==> config.mk <==
export PLATFORM = sky130hd
export DESIGN_NAME = watch_cmp_unit
export DESIGN_NICKNAME = d
export VERILOG_FILES = /design/src/rtl/wcu_pkg.sv /design/src/rtl/wcu_func_dec.sv /design/src/rtl/wcu_mask_cmp.sv /design/src/rtl/wcu_flag.sv /design/src/rtl/watch_cmp_unit.sv
export SDC_FILE = /design/constraint.sdc
export NUM_CORES = 1
export LEC_CHECK = 0
export BUFFER_PORTS_ARGS = -buffer_cell sky130_fd_sc_hd__clkbuf_2
export CAP_MARGIN = 30
export CORE_AREA = 2 2 163 165
export DETAILED_ROUTE_END_ITERATION = 6
export DIE_AREA = 0 0 165 167
export PLACE_DENSITY = 0.75
export SLEW_MARGIN = 20
export SYNTH_ARGS = -nofsm -noshare
export SYNTH_HDL_FRONTEND = slang
export SYNTH_SLANG_ARGS = --single-unit
==> constraint.sdc <==
create_clock -name clk -period 0.8 [get_ports clk]
set_input_delay 0.08 -clock clk [delete_from_list [all_inputs] [get_ports clk]]
set_output_delay 0.08 -clock clk [all_outputs]
set_load 0.03 [all_outputs]
==> src/rtl/wcu_pkg.sv <==
package wcu_pkg;

    typedef enum logic [1:0] {
        ACT_NONE,
        ACT_WATCH,
        ACT_TRIG,
        ACT_EMIT
    } act_e;

    // Order follows the low two bits of codes 4..11
    typedef enum logic [1:0] {
        SEL_PC,
        SEL_RD,
        SEL_WR,
        SEL_RW
    } sel_e;

    typedef struct packed {
        act_e act;
        sel_e sel;
        logic want_pc;
        logic want_off;
        logic want_dat;
    } fdec_t;

    typedef enum logic {
        FLAG_CLEAR,
        FLAG_HELD
    } flag_e;

endpackage

==> src/rtl/wcu_func_dec.sv <==
module wcu_func_dec
    import wcu_pkg::*;
#(
    parameter int FW = 4
) (
    input  logic [FW-1:0] code,
    input  logic          rng,
    output fdec_t         dec
);

    always_comb begin
        dec = '0;
        unique case (code) inside
            4'd0: dec.act = ACT_NONE;
            [4'd4:4'd7]: begin
                dec.act = ACT_WATCH;
                dec.sel = sel_e'(code[1:0]);
            end
            [4'd8:4'd11]: begin
                dec.act = ACT_TRIG;
                dec.sel = sel_e'(code[1:0]);
            end
            4'd1: begin
                dec.act      = ACT_EMIT;
                dec.sel      = SEL_RW;
                dec.want_pc  = ~rng;
                dec.want_off = rng;
            end
            4'd2: begin
                dec.act      = ACT_EMIT;
                dec.sel      = SEL_RW;
                dec.want_off = rng;
                dec.want_dat = 1'b1;
            end
            4'd3: begin
                dec.act      = ACT_EMIT;
                dec.sel      = SEL_RW;
                dec.want_pc  = ~rng;
                dec.want_off = rng;
                dec.want_dat = 1'b1;
            end
            4'd12, 4'd13: begin
                dec.act      = ACT_EMIT;
                dec.sel      = code[0] ? SEL_WR : SEL_RD;
                dec.want_off = rng;
                dec.want_dat = ~rng;
            end
            default: begin
                dec.act      = ACT_EMIT;
                dec.sel      = code[0] ? SEL_WR : SEL_RD;
                dec.want_pc  = ~rng;
                dec.want_off = rng;
                dec.want_dat = 1'b1;
            end
        endcase
    end

endmodule

==> src/rtl/wcu_mask_cmp.sv <==
module wcu_mask_cmp #(
    parameter int W  = 32,
    parameter int MW = 4
) (
    input  logic [W-1:0]  lhs,
    input  logic [W-1:0]  rhs,
    input  logic [MW-1:0] ign,
    output logic          eq
);

    logic [W-1:0] keep;

    assign keep = {W{1'b1}} << ign;
    assign eq   = ((lhs ^ rhs) & keep) == '0;

endmodule

==> src/rtl/wcu_flag.sv <==
module wcu_flag
    import wcu_pkg::*;
(
    input  logic clk,
    input  logic rst_n,
    input  logic set,
    input  logic clr,
    output logic held
);

    flag_e state, state_nx;

    always_ff @(posedge clk or negedge rst_n) begin
        if (!rst_n) state <= FLAG_CLEAR;
        else        state <= state_nx;
    end

    always_comb begin
        state_nx = state;
        unique case (state)
            FLAG_CLEAR: if (set)         state_nx = FLAG_HELD;
            FLAG_HELD:  if (clr && !set) state_nx = FLAG_CLEAR;
            default:                     state_nx = FLAG_CLEAR;
        endcase
    end

    assign held = (state == FLAG_HELD);

endmodule

==> src/rtl/watch_cmp_unit.sv <==
module watch_cmp_unit
    import wcu_pkg::*;
#(
    parameter int NCMP = 4,
    parameter int W    = 32,
    parameter int MW   = 4,
    parameter int FW   = 4,
    parameter int IDXW = 4,
    parameter int OFFW = 16
) (
    input  logic              clk,
    input  logic              rst_n,
    input  logic              acc_valid,
    input  logic              acc_instr,
    input  logic              acc_write,
    input  logic [1:0]        acc_size,
    input  logic              acc_fault,
    input  logic              acc_first,
    input  logic [W-1:0]      acc_pc,
    input  logic [W-1:0]      acc_addr,
    input  logic [W-1:0]      acc_data,
    input  logic [W-1:0]      cycle_count,
    input  logic [NCMP*W-1:0] cfg_ref,
    input  logic [NCMP*MW-1:0] cfg_mask,
    input  logic [NCMP*FW-1:0] cfg_func,
    input  logic [NCMP-1:0]   cfg_range,
    input  logic              cfg_cyc_match,
    input  logic              cfg_dv_enable,
    input  logic [1:0]        cfg_dv_size,
    input  logic [IDXW-1:0]   cfg_link_a,
    input  logic [IDXW-1:0]   cfg_link_b,
    input  logic [NCMP-1:0]   flag_rd_clr,
    output logic              watch_req,
    output logic              trig_pulse,
    output logic [NCMP-1:0]   emit_valid,
    output logic [NCMP-1:0]   emit_pc_sel,
    output logic [NCMP-1:0]   emit_addr_sel,
    output logic [NCMP-1:0]   emit_data_sel,
    output logic [W-1:0]      emit_pc,
    output logic [OFFW-1:0]   emit_addr_lo,
    output logic [W-1:0]      emit_data,
    output logic [NCMP-1:0]   matched
);

    localparam int CYC_CMP = 0;
    localparam int DV_CMP  = 1;
    localparam int HALF    = W / 2;

    fdec_t           dec [NCMP];
    logic [NCMP-1:0] deq, peq, ovr, base, wfire, tfire, efire, hit;
    logic [NCMP-1:0] pcf, offf, datf;
    logic            ceq, data_acc, pc_acc, link_hit, val_eq;
    logic [MW-1:0]   size_ign;
    logic [W-1:0]    dv_ref;

    assign size_ign = {{(MW-2){1'b0}}, acc_size};
    assign dv_ref   = cfg_ref[DV_CMP*W +: W];

    // Per-comparator decode and address compares
    for (genvar i = 0; i < NCMP; i++) begin : g_cmp
        logic [MW-1:0] mask_i, eff_i;
        assign mask_i = cfg_mask[i*MW +: MW];
        assign eff_i  = (mask_i > size_ign) ? mask_i : size_ign;

        wcu_func_dec #(.FW(FW)) u_dec (
            .code (cfg_func[i*FW +: FW]),
            .rng  (cfg_range[i]),
            .dec  (dec[i])
        );

        wcu_mask_cmp #(.W(W), .MW(MW)) u_dcmp (
            .lhs (acc_addr),
            .rhs (cfg_ref[i*W +: W]),
            .ign (eff_i),
            .eq  (deq[i])
        );

        wcu_mask_cmp #(.W(W), .MW(MW)) u_pcmp (
            .lhs (acc_pc),
            .rhs (cfg_ref[i*W +: W]),
            .ign (mask_i),
            .eq  (peq[i])
        );

        wcu_flag u_flag (
            .clk   (clk),
            .rst_n (rst_n),
            .set   (hit[i]),
            .clr   (flag_rd_clr[i]),
            .held  (matched[i])
        );
    end

    wcu_mask_cmp #(.W(W), .MW(MW)) u_ccmp (
        .lhs (cycle_count),
        .rhs (cfg_ref[CYC_CMP*W +: W]),
        .ign (cfg_mask[CYC_CMP*MW +: MW]),
        .eq  (ceq)
    );

    // Link decode and data-value compare
    always_comb begin
        data_acc = acc_valid & ~acc_instr;
        pc_acc   = acc_valid & acc_instr;
        link_hit = 1'b0;
        ovr      = '0;
        for (int j = 0; j < NCMP; j++) begin
            if (j != DV_CMP && (int'(cfg_link_a) == j || int'(cfg_link_b) == j)) begin
                ovr[j]   = cfg_dv_enable;
                link_hit = link_hit | deq[j];
            end
        end
        case (cfg_dv_size)
            2'd0:    val_eq = (acc_data[7:0] == dv_ref[7:0]);
            2'd1:    val_eq = (acc_data[HALF-1:0] == dv_ref[HALF-1:0]);
            default: val_eq = (acc_data == dv_ref);
        endcase
    end

    // Firing decision per comparator
    always_comb begin
        for (int i = 0; i < NCMP; i++) begin
            logic dir_ok;
            dir_ok = (dec[i].sel == SEL_RW) ||
                     (dec[i].sel == SEL_RD && !acc_write) ||
                     (dec[i].sel == SEL_WR &&  acc_write);
            if (i == CYC_CMP && cfg_cyc_match)
                base[i] = ceq && (dec[i].act == ACT_WATCH || dec[i].act == ACT_TRIG);
            else if (i == DV_CMP && cfg_dv_enable)
                base[i] = data_acc && !acc_fault && link_hit && val_eq && dir_ok &&
                          dec[i].act != ACT_NONE && dec[i].sel != SEL_PC;
            else if (ovr[i])
                base[i] = 1'b0;
            else if (dec[i].act == ACT_NONE)
                base[i] = 1'b0;
            else if (dec[i].sel == SEL_PC)
                base[i] = pc_acc && peq[i];
            else
                base[i] = data_acc && deq[i] && dir_ok;

            pcf[i]   = dec[i].want_pc && acc_first;
            offf[i]  = dec[i].want_off;
            datf[i]  = dec[i].want_dat && !acc_fault;
            wfire[i] = base[i] && dec[i].act == ACT_WATCH;
            tfire[i] = base[i] && dec[i].act == ACT_TRIG;
            efire[i] = base[i] && dec[i].act == ACT_EMIT && (pcf[i] || offf[i] || datf[i]);
            hit[i]   = wfire[i] || tfire[i] || efire[i];
        end
    end

    // Registered outputs
    always_ff @(posedge clk or negedge rst_n) begin
        if (!rst_n) begin
            watch_req     <= 1'b0;
            trig_pulse    <= 1'b0;
            emit_valid    <= '0;
            emit_pc_sel   <= '0;
            emit_addr_sel <= '0;
            emit_data_sel <= '0;
            emit_pc       <= '0;
            emit_addr_lo  <= '0;
            emit_data     <= '0;
        end else begin
            watch_req     <= |wfire;
            trig_pulse    <= |tfire;
            emit_valid    <= efire;
            emit_pc_sel   <= efire & pcf;
            emit_addr_sel <= efire & offf;
            emit_data_sel <= efire & datf;
            if (acc_valid) begin
                emit_pc      <= acc_pc;
                emit_addr_lo <= acc_addr[OFFW-1:0];
                emit_data    <= acc_data;
            end
        end
    end

endmodule

[After elaboration in Yosys (flattened, before gate mapping)]
Cells that the tools add are included.
Cells by class
  bitwise gates (word level): 34
  shift-type cells: 8
  reduce and logical (&&, ||, !) cells: 149
  order comparisons: 20
  muxes and demuxes: 60
  eq/ne operators: 52
Operators with widths (count)
  $and A32 B32 Y32: 9
  $logic_not A32 Y1: 9
  $xor A32 B32 Y32: 9
  $shl A32 B4 Y32 const A: 8
  $logic_and A1 B1 Y1: 63
  $pmux W2 S3: 8
  $mux W1: 35
  $eq A2 B2 Y1 const B: 16
  $eq A32 B32 Y1: 1
  $eq A4 B2 Y1 const B: 8
  $eq A4 B4 Y1 const B: 8
  $logic_or A1 B1 Y1: 28
  $logic_not A4 Y1: 6
  $reduce_or A3 Y1: 8
  $reduce_or A4 Y1: 6
  $reduce_or A6 Y1: 4
  $eq A2 B1 Y1 const B: 9
  $logic_not A2 Y1: 9
  $pmux W1 S2: 9
  $eq A16 B16 Y1: 1
  $eq A4 B1 Y1 const B: 4
  $eq A4 B3 Y1 const B: 4
  $ge A4 B3 Y1 const B: 4
  $ge A4 B4 Y1 const B: 4
  13 further kinds: 53
Word-level totals
  register bits after elaboration: 102
  input port bits: 317
  logic and storage cells: 336
  output and inout bits: 102

[Logic depth before layout (Yosys ltp)]
  depth in word-level cells: 23
  gate-level depth with buffers: 11
  gate-level depth less buffers: 10

[Cells and area by module]
From an unflattened synthesis, not the netlist that was laid out.
Second synthesis, totals
  cells, all modules: 1094
  area total of the unflattened synthesis: 10221.1 um^2
Modules (own cells, without submodules)
  watch_cmp_unit: times used 1, area an instance 4754.6 um^2, sequential area each 2452.4 um^2, cells an instance 386
  wcu_mask_cmp: times used 9, area an instance 486.7 um^2, sequential area each 0.0 um^2, cells an instance 64
  wcu_func_dec: times used 4, area an instance 235.2 um^2, sequential area each 0.0 um^2, cells an instance 30
  wcu_flag: times used 4, area an instance 36.3 um^2, sequential area each 25.0 um^2, cells an instance 3

[Least setup slack after synthesis]
Ideal clock, no wire load.
  kind: input port to flip-flop
  start point: in acc_size[1]
  end point: reg trig_pulse
  path slack: -2.047 ns
  path buffers: 1
  data required time: 0.710 ns
  arrival time: 2.757 ns
  setup time: 0.090 ns
  cell stages on the path: 11
  cell sequence: clkbuf_1 > inv_1 > ha_1 > nor2b_1 > o31ai_1 > mux2_1 > a32oi_1 > nand4bb_1 > o211a_2 > or3_1 > o2111ai_1
Between the ends
  word-level cells in the longest chain between the ends: 18
  elaborated cells between the ends (all ways): 56
  classes of those cells: order compare: 4; shift: 4; mux: 20; bitwise: 6; reduce/logical: 22
Ends and longest elaborated chain
  start, declared: RTL line watch_cmp_unit.sv:16  | input logic [1:0] acc_size,
  $gt A4 B2 Y1: RTL line watch_cmp_unit.sv:63  | assign eff_i = (mask_i > size_ign) ? mask_i : size_ign;
  $mux W4: RTL line watch_cmp_unit.sv:63
  $shl A32 B4 Y32: RTL line wcu_mask_cmp.sv:13  | assign keep = {W{1'b1}} << ign;
  $and A32 B32 Y32: RTL line wcu_mask_cmp.sv:14  | assign eq = ((lhs ^ rhs) & keep) == '0;
  $logic_not A32 Y1: RTL line wcu_mask_cmp.sv:14
  $mux W1: RTL line watch_cmp_unit.sv:108  | if (j != DV_CMP && (int'(cfg_link_a) == j || int'(cfg_link_b) == j)) begin
  $or A1 B1 Y1: RTL line watch_cmp_unit.sv:110  | link_hit = link_hit | deq[j];
  $mux W1: RTL line watch_cmp_unit.sv:108
  $or A1 B1 Y1: RTL line watch_cmp_unit.sv:110
  $mux W1: RTL line watch_cmp_unit.sv:108
  $logic_and A1 B1 Y1 (4 in series): RTL line watch_cmp_unit.sv:130  | base[i] = data_acc && !acc_fault && link_hit && val_eq && dir_ok &&
  $logic_and A1 B1 Y1: RTL line watch_cmp_unit.sv:131  | dec[i].act != ACT_NONE && dec[i].sel != SEL_PC;
  $mux W1: RTL line watch_cmp_unit.sv:129  | else if (i == DV_CMP && cfg_dv_enable)
  $logic_and A1 B1 Y1: RTL line watch_cmp_unit.sv:145  | tfire[i] = base[i] && dec[i].act == ACT_TRIG;
  $reduce_or A4 Y1 (*): RTL line watch_cmp_unit.sv:165  | trig_pulse <= |tfire;
  end signal, assigned: RTL line watch_cmp_unit.sv:165
  end, declared: RTL line watch_cmp_unit.sv:34  | output logic trig_pulse,
Every way passes the cells marked *; elsewhere a longest branch is shown, timed or not.
A chain may end at the register's enable or synchronous reset.

[Worst setup path after layout]
  start point: in cfg_ref[51]
  end point: reg trig_pulse
Between the ends
  word-level cells in the longest chain between the ends: 10
  elaborated cells between the ends (all ways): 20
  classes of those cells: eq/ne: 1; mux: 4; bitwise: 4; reduce/logical: 11
Ends and longest elaborated chain
  start, declared: RTL line watch_cmp_unit.sv:23  | input logic [NCMP*W-1:0] cfg_ref,
  $xor A32 B32 Y32: RTL line wcu_mask_cmp.sv:14
  $and A32 B32 Y32: RTL line wcu_mask_cmp.sv:14
  $logic_not A32 Y1: RTL line wcu_mask_cmp.sv:14
  $logic_and A1 B1 Y1 (2 in series): RTL line watch_cmp_unit.sv:139  | base[i] = data_acc && deq[i] && dir_ok;
  $mux W1: RTL line watch_cmp_unit.sv:136  | else if (dec[i].sel == SEL_PC)
  $mux W1: RTL line watch_cmp_unit.sv:134  | else if (dec[i].act == ACT_NONE)
  $mux W1 (*): RTL line watch_cmp_unit.sv:129
  $logic_and A1 B1 Y1 (*): RTL line watch_cmp_unit.sv:145
  $reduce_or A4 Y1 (*): RTL line watch_cmp_unit.sv:165
Marked as above.

==> qor.txt <==
Crit path capture type - flop
Post-DP Area - 0.0152 mm^2
Fillers - 1881
Placer Congestion - 1.03
Port bufs - 418
Htree depth - 3
Finished Cell Area - 0.0184 mm^2
Synth unique cells - 72
Async SR Flop Fraction - 100%
Total GRT Usage - 36.2%
Max cap viols - 0
CTS tree - yes
Critical path class - in -> reg
Synthesis Warnings - 0
DPL Wire Length - 41.2 mm
Clock Skews - 0 ns
Final hold violations - 0
Die width - 165 um
Hold Crit Class - in -> reg
Met1 usage - 40.9%
Via Count - 12200
Busiest grt layer - met2
Core area - 0.0258 mm^2
Yosys top cell area share - 25.6%
Failing checks - negative setup slack
Met2 Usage GRT - 63.7%
Leakage power total - 8.50 nW
Drt initial violations - 815
Hold Slack - 0.0269 ns
Period utilization - 264%
FP Rows - 59
Initial antenna violation count - 7
Starting Density - 38.8%
Clock slew at reported path FFs - 0.08 ns
Vias in the first global route - 12800
Top cells by count, synth - xor2_1, xnor2_1, dfrtp_1
Clock Latency Late Sink - 0.37 ns
Pin count of the biggest net entering global routing - 41
Area growth, synth to finish - 83.8%
Synth area leaders - dfrtp_1, xor2_1, xnor2_1
EDFF count, synth - 0
DRC Markers - 0
Synth Flop Type - dfrtp_1
Count of pins over their slew limit - 0
Clock buffer depth - 2
Outcome - complete, but fails checks
Maximum VDD drop - 0.000892 V
Die area - 0.0276 mm^2
Relative slew slack - 54.6%
CP startpoint kind - input port
Share of layout cells above drive strength 1 - 59.1%
CTS sink count - 102
WP data required - 1.08 ns
Fin worst setup slack - -1.31 ns
First-pass GRT wire length - 74.3 mm
Synth area leader - dfrtp_1
Drt total wl - 52.9 mm
Root Buffer Master - clkbuf_16
TritonCTS Buffers - 9
Post-Syn Area - 0.00999 mm^2
Via density - 5.41
PwrDens - 1170 mW/mm^2
Unrepaired setup endpoints after global routing - true
I/O Pins - 419
Die span in y - 167 um
Post-DRT Antenna Nets - 0
GR Layer Usage met3 - 7.87%
Cell count after synthesis - 1123
Least-Margin Pin Slew - 0.675 ns
Fmax - 473 MHz
Flops & latches, synth - 102
Seq/Total Area, Yosys - 25.6%
Drt first pass iters - 5
CP Max Fanout - 3
Mapped Nets - 1472
Global route total overflow - 0
Final min period - 2.11 ns
Synthesized area per cell - 8.90 um^2
Fin nets - 2256
Wire per inst - 23.5 um
# setup viols final - 178
Top-count cell post-synth - xor2_1
Flop2flop setup slack - -0.22 ns
Arr. time, crit path - 2.40 ns
## routing by layer
layer,wire length (um),vias to the layer above
li1,-,5514
met1,19700,5818
met2,26100,670
met3,3820,189
met4,3230,0
met5,0,-
## worst paths after layout
path	depth (start not counted)	start	endpoint
worst min register to register	1	emit_addr_lo[6]	emit_addr_lo[6]
worst max-delay path	11	cfg_ref[51]	trig_pulse
max in group asynchronous	3	rst_n	emit_pc[9]
min in group asynchronous	2	rst_n	emit_data_sel[0]
worst min-delay path	3	flag_rd_clr[0]	g_cmp[0].u_flag.held
worst max register to register	3	g_cmp[0].u_flag.held	g_cmp[0].u_flag.held
## per-stage QoR
| step | setup slack (ns) | util, % | setup TNS [ns] | std cells | total power [W] |
|---|---|---|---|---|---|
| 2_1_floorplan | -1.50 | - | -29.85 | 1123 | 0.0102 |
| 3_3_place_gp | -1.78 | 59.0 | -65.47 | 2160 | 0.0143 |
| 3_5_place_dp | -1.83 | 59.0 | -67.27 | 2160 | 0.0145 |
| 4_1_cts | -1.26 | 68.0 | -45.48 | 2224 | 0.0204 |
| 5_1_grt | -1.40 | 71.2 | -52.48 | 2251 | 0.0223 |
| 6_report | -1.31 | 71.3 | -48.33 | 2252 | 0.0215 |
## area by class of cell
type | count | area (um^2) | area share [%]
multi-input combinational | 907 | 7900 | 43.0
timing repair buffer | 857 | 6950 | 37.9
sequential | 102 | 2650 | 14.4
tap | 335 | 419 | 2.28
clock buffer | 10 | 239 | 1.30
inverter | 30 | 130 | 0.709
clock inverter | 6 | 55.1 | 0.300
antenna | 5 | 12.5 | 0.0682
## timing repair
item,in CTS,in global routing
gates resized for setup,333,217
hold endpoints to repair,130,0
hold buffers,29,0
cloned,0,0
buffers inserted,19,27
pin swaps,49,37
endpoints found under the setup margin,173,170
## worst max-delay path: stages
cell       delay (ns)
clkbuf_2         0.11
buf_4            0.16
xnor2_1          0.34
nand4_1          0.24
nor4_2           0.32
buf_4            0.16
a22oi_1          0.13
o21ai_2          0.21
nand3_1          0.14
or3_1            0.41
o2111ai_2        0.09
## power breakdown
part	switching [W]	internal, W	leakage [nW]
clock	0.00244	0.00226	0.139
sequential	0.000443	0.00564	1.16
combinational	0.00523	0.00549	7.20
total	0.00812	0.0134	8.50
## cells in the final DEF (no fill, tap or decap), types with 19 or more instances in the layout
cell,netlist,routed
xnor2_1,158,134
a21oi_1,39,38
inv_1,29,23
nand3_1,20,19
dfrtp_1,102,22
xnor2_2,0,21
buf_4,5,372
dfrtp_2,0,80
mux2_2,83,61
o21ai_0,46,43
nand4_1,26,26
clkbuf_2,0,289
ha_1,32,22
xor2_1,165,162
nor2_1,51,45
dlygate4sd3_1,0,29
buf_6,0,40
buf_8,0,105
nand2_1,60,55
mux2_4,0,23
## state kept, by name, indices dropped and copies added (netlist names)
register / count
emit_data_sel: 4
watch_req: 1
emit_pc_sel: 4
emit_valid: 4
emit_pc: 32
g_cmp.u_flag.held: 4
emit_data: 32
emit_addr_sel: 4
trig_pulse: 1
emit_addr_lo: 16
## cells by family (layout without fill, tap and decap cells)
family / after synthesis / count (layout) / share of synthesized area (%)
AO/OA/AOI/OAI: 198 / 198 / 13.5
XOR/XNOR: 323 / 323 / 28.3
adder cells (fa/ha/maj): 32 / 32 / 4.01
buffers and inverters: 114 / 903 / 4.70
flip-flops: 102 / 102 / 25.6
multiplexers: 91 / 91 / 10.2
other: 0 / 5 / 0
AND/OR/NAND/NOR: 263 / 263 / 13.8
No activity file was read; power rests on OpenSTA's default activity.
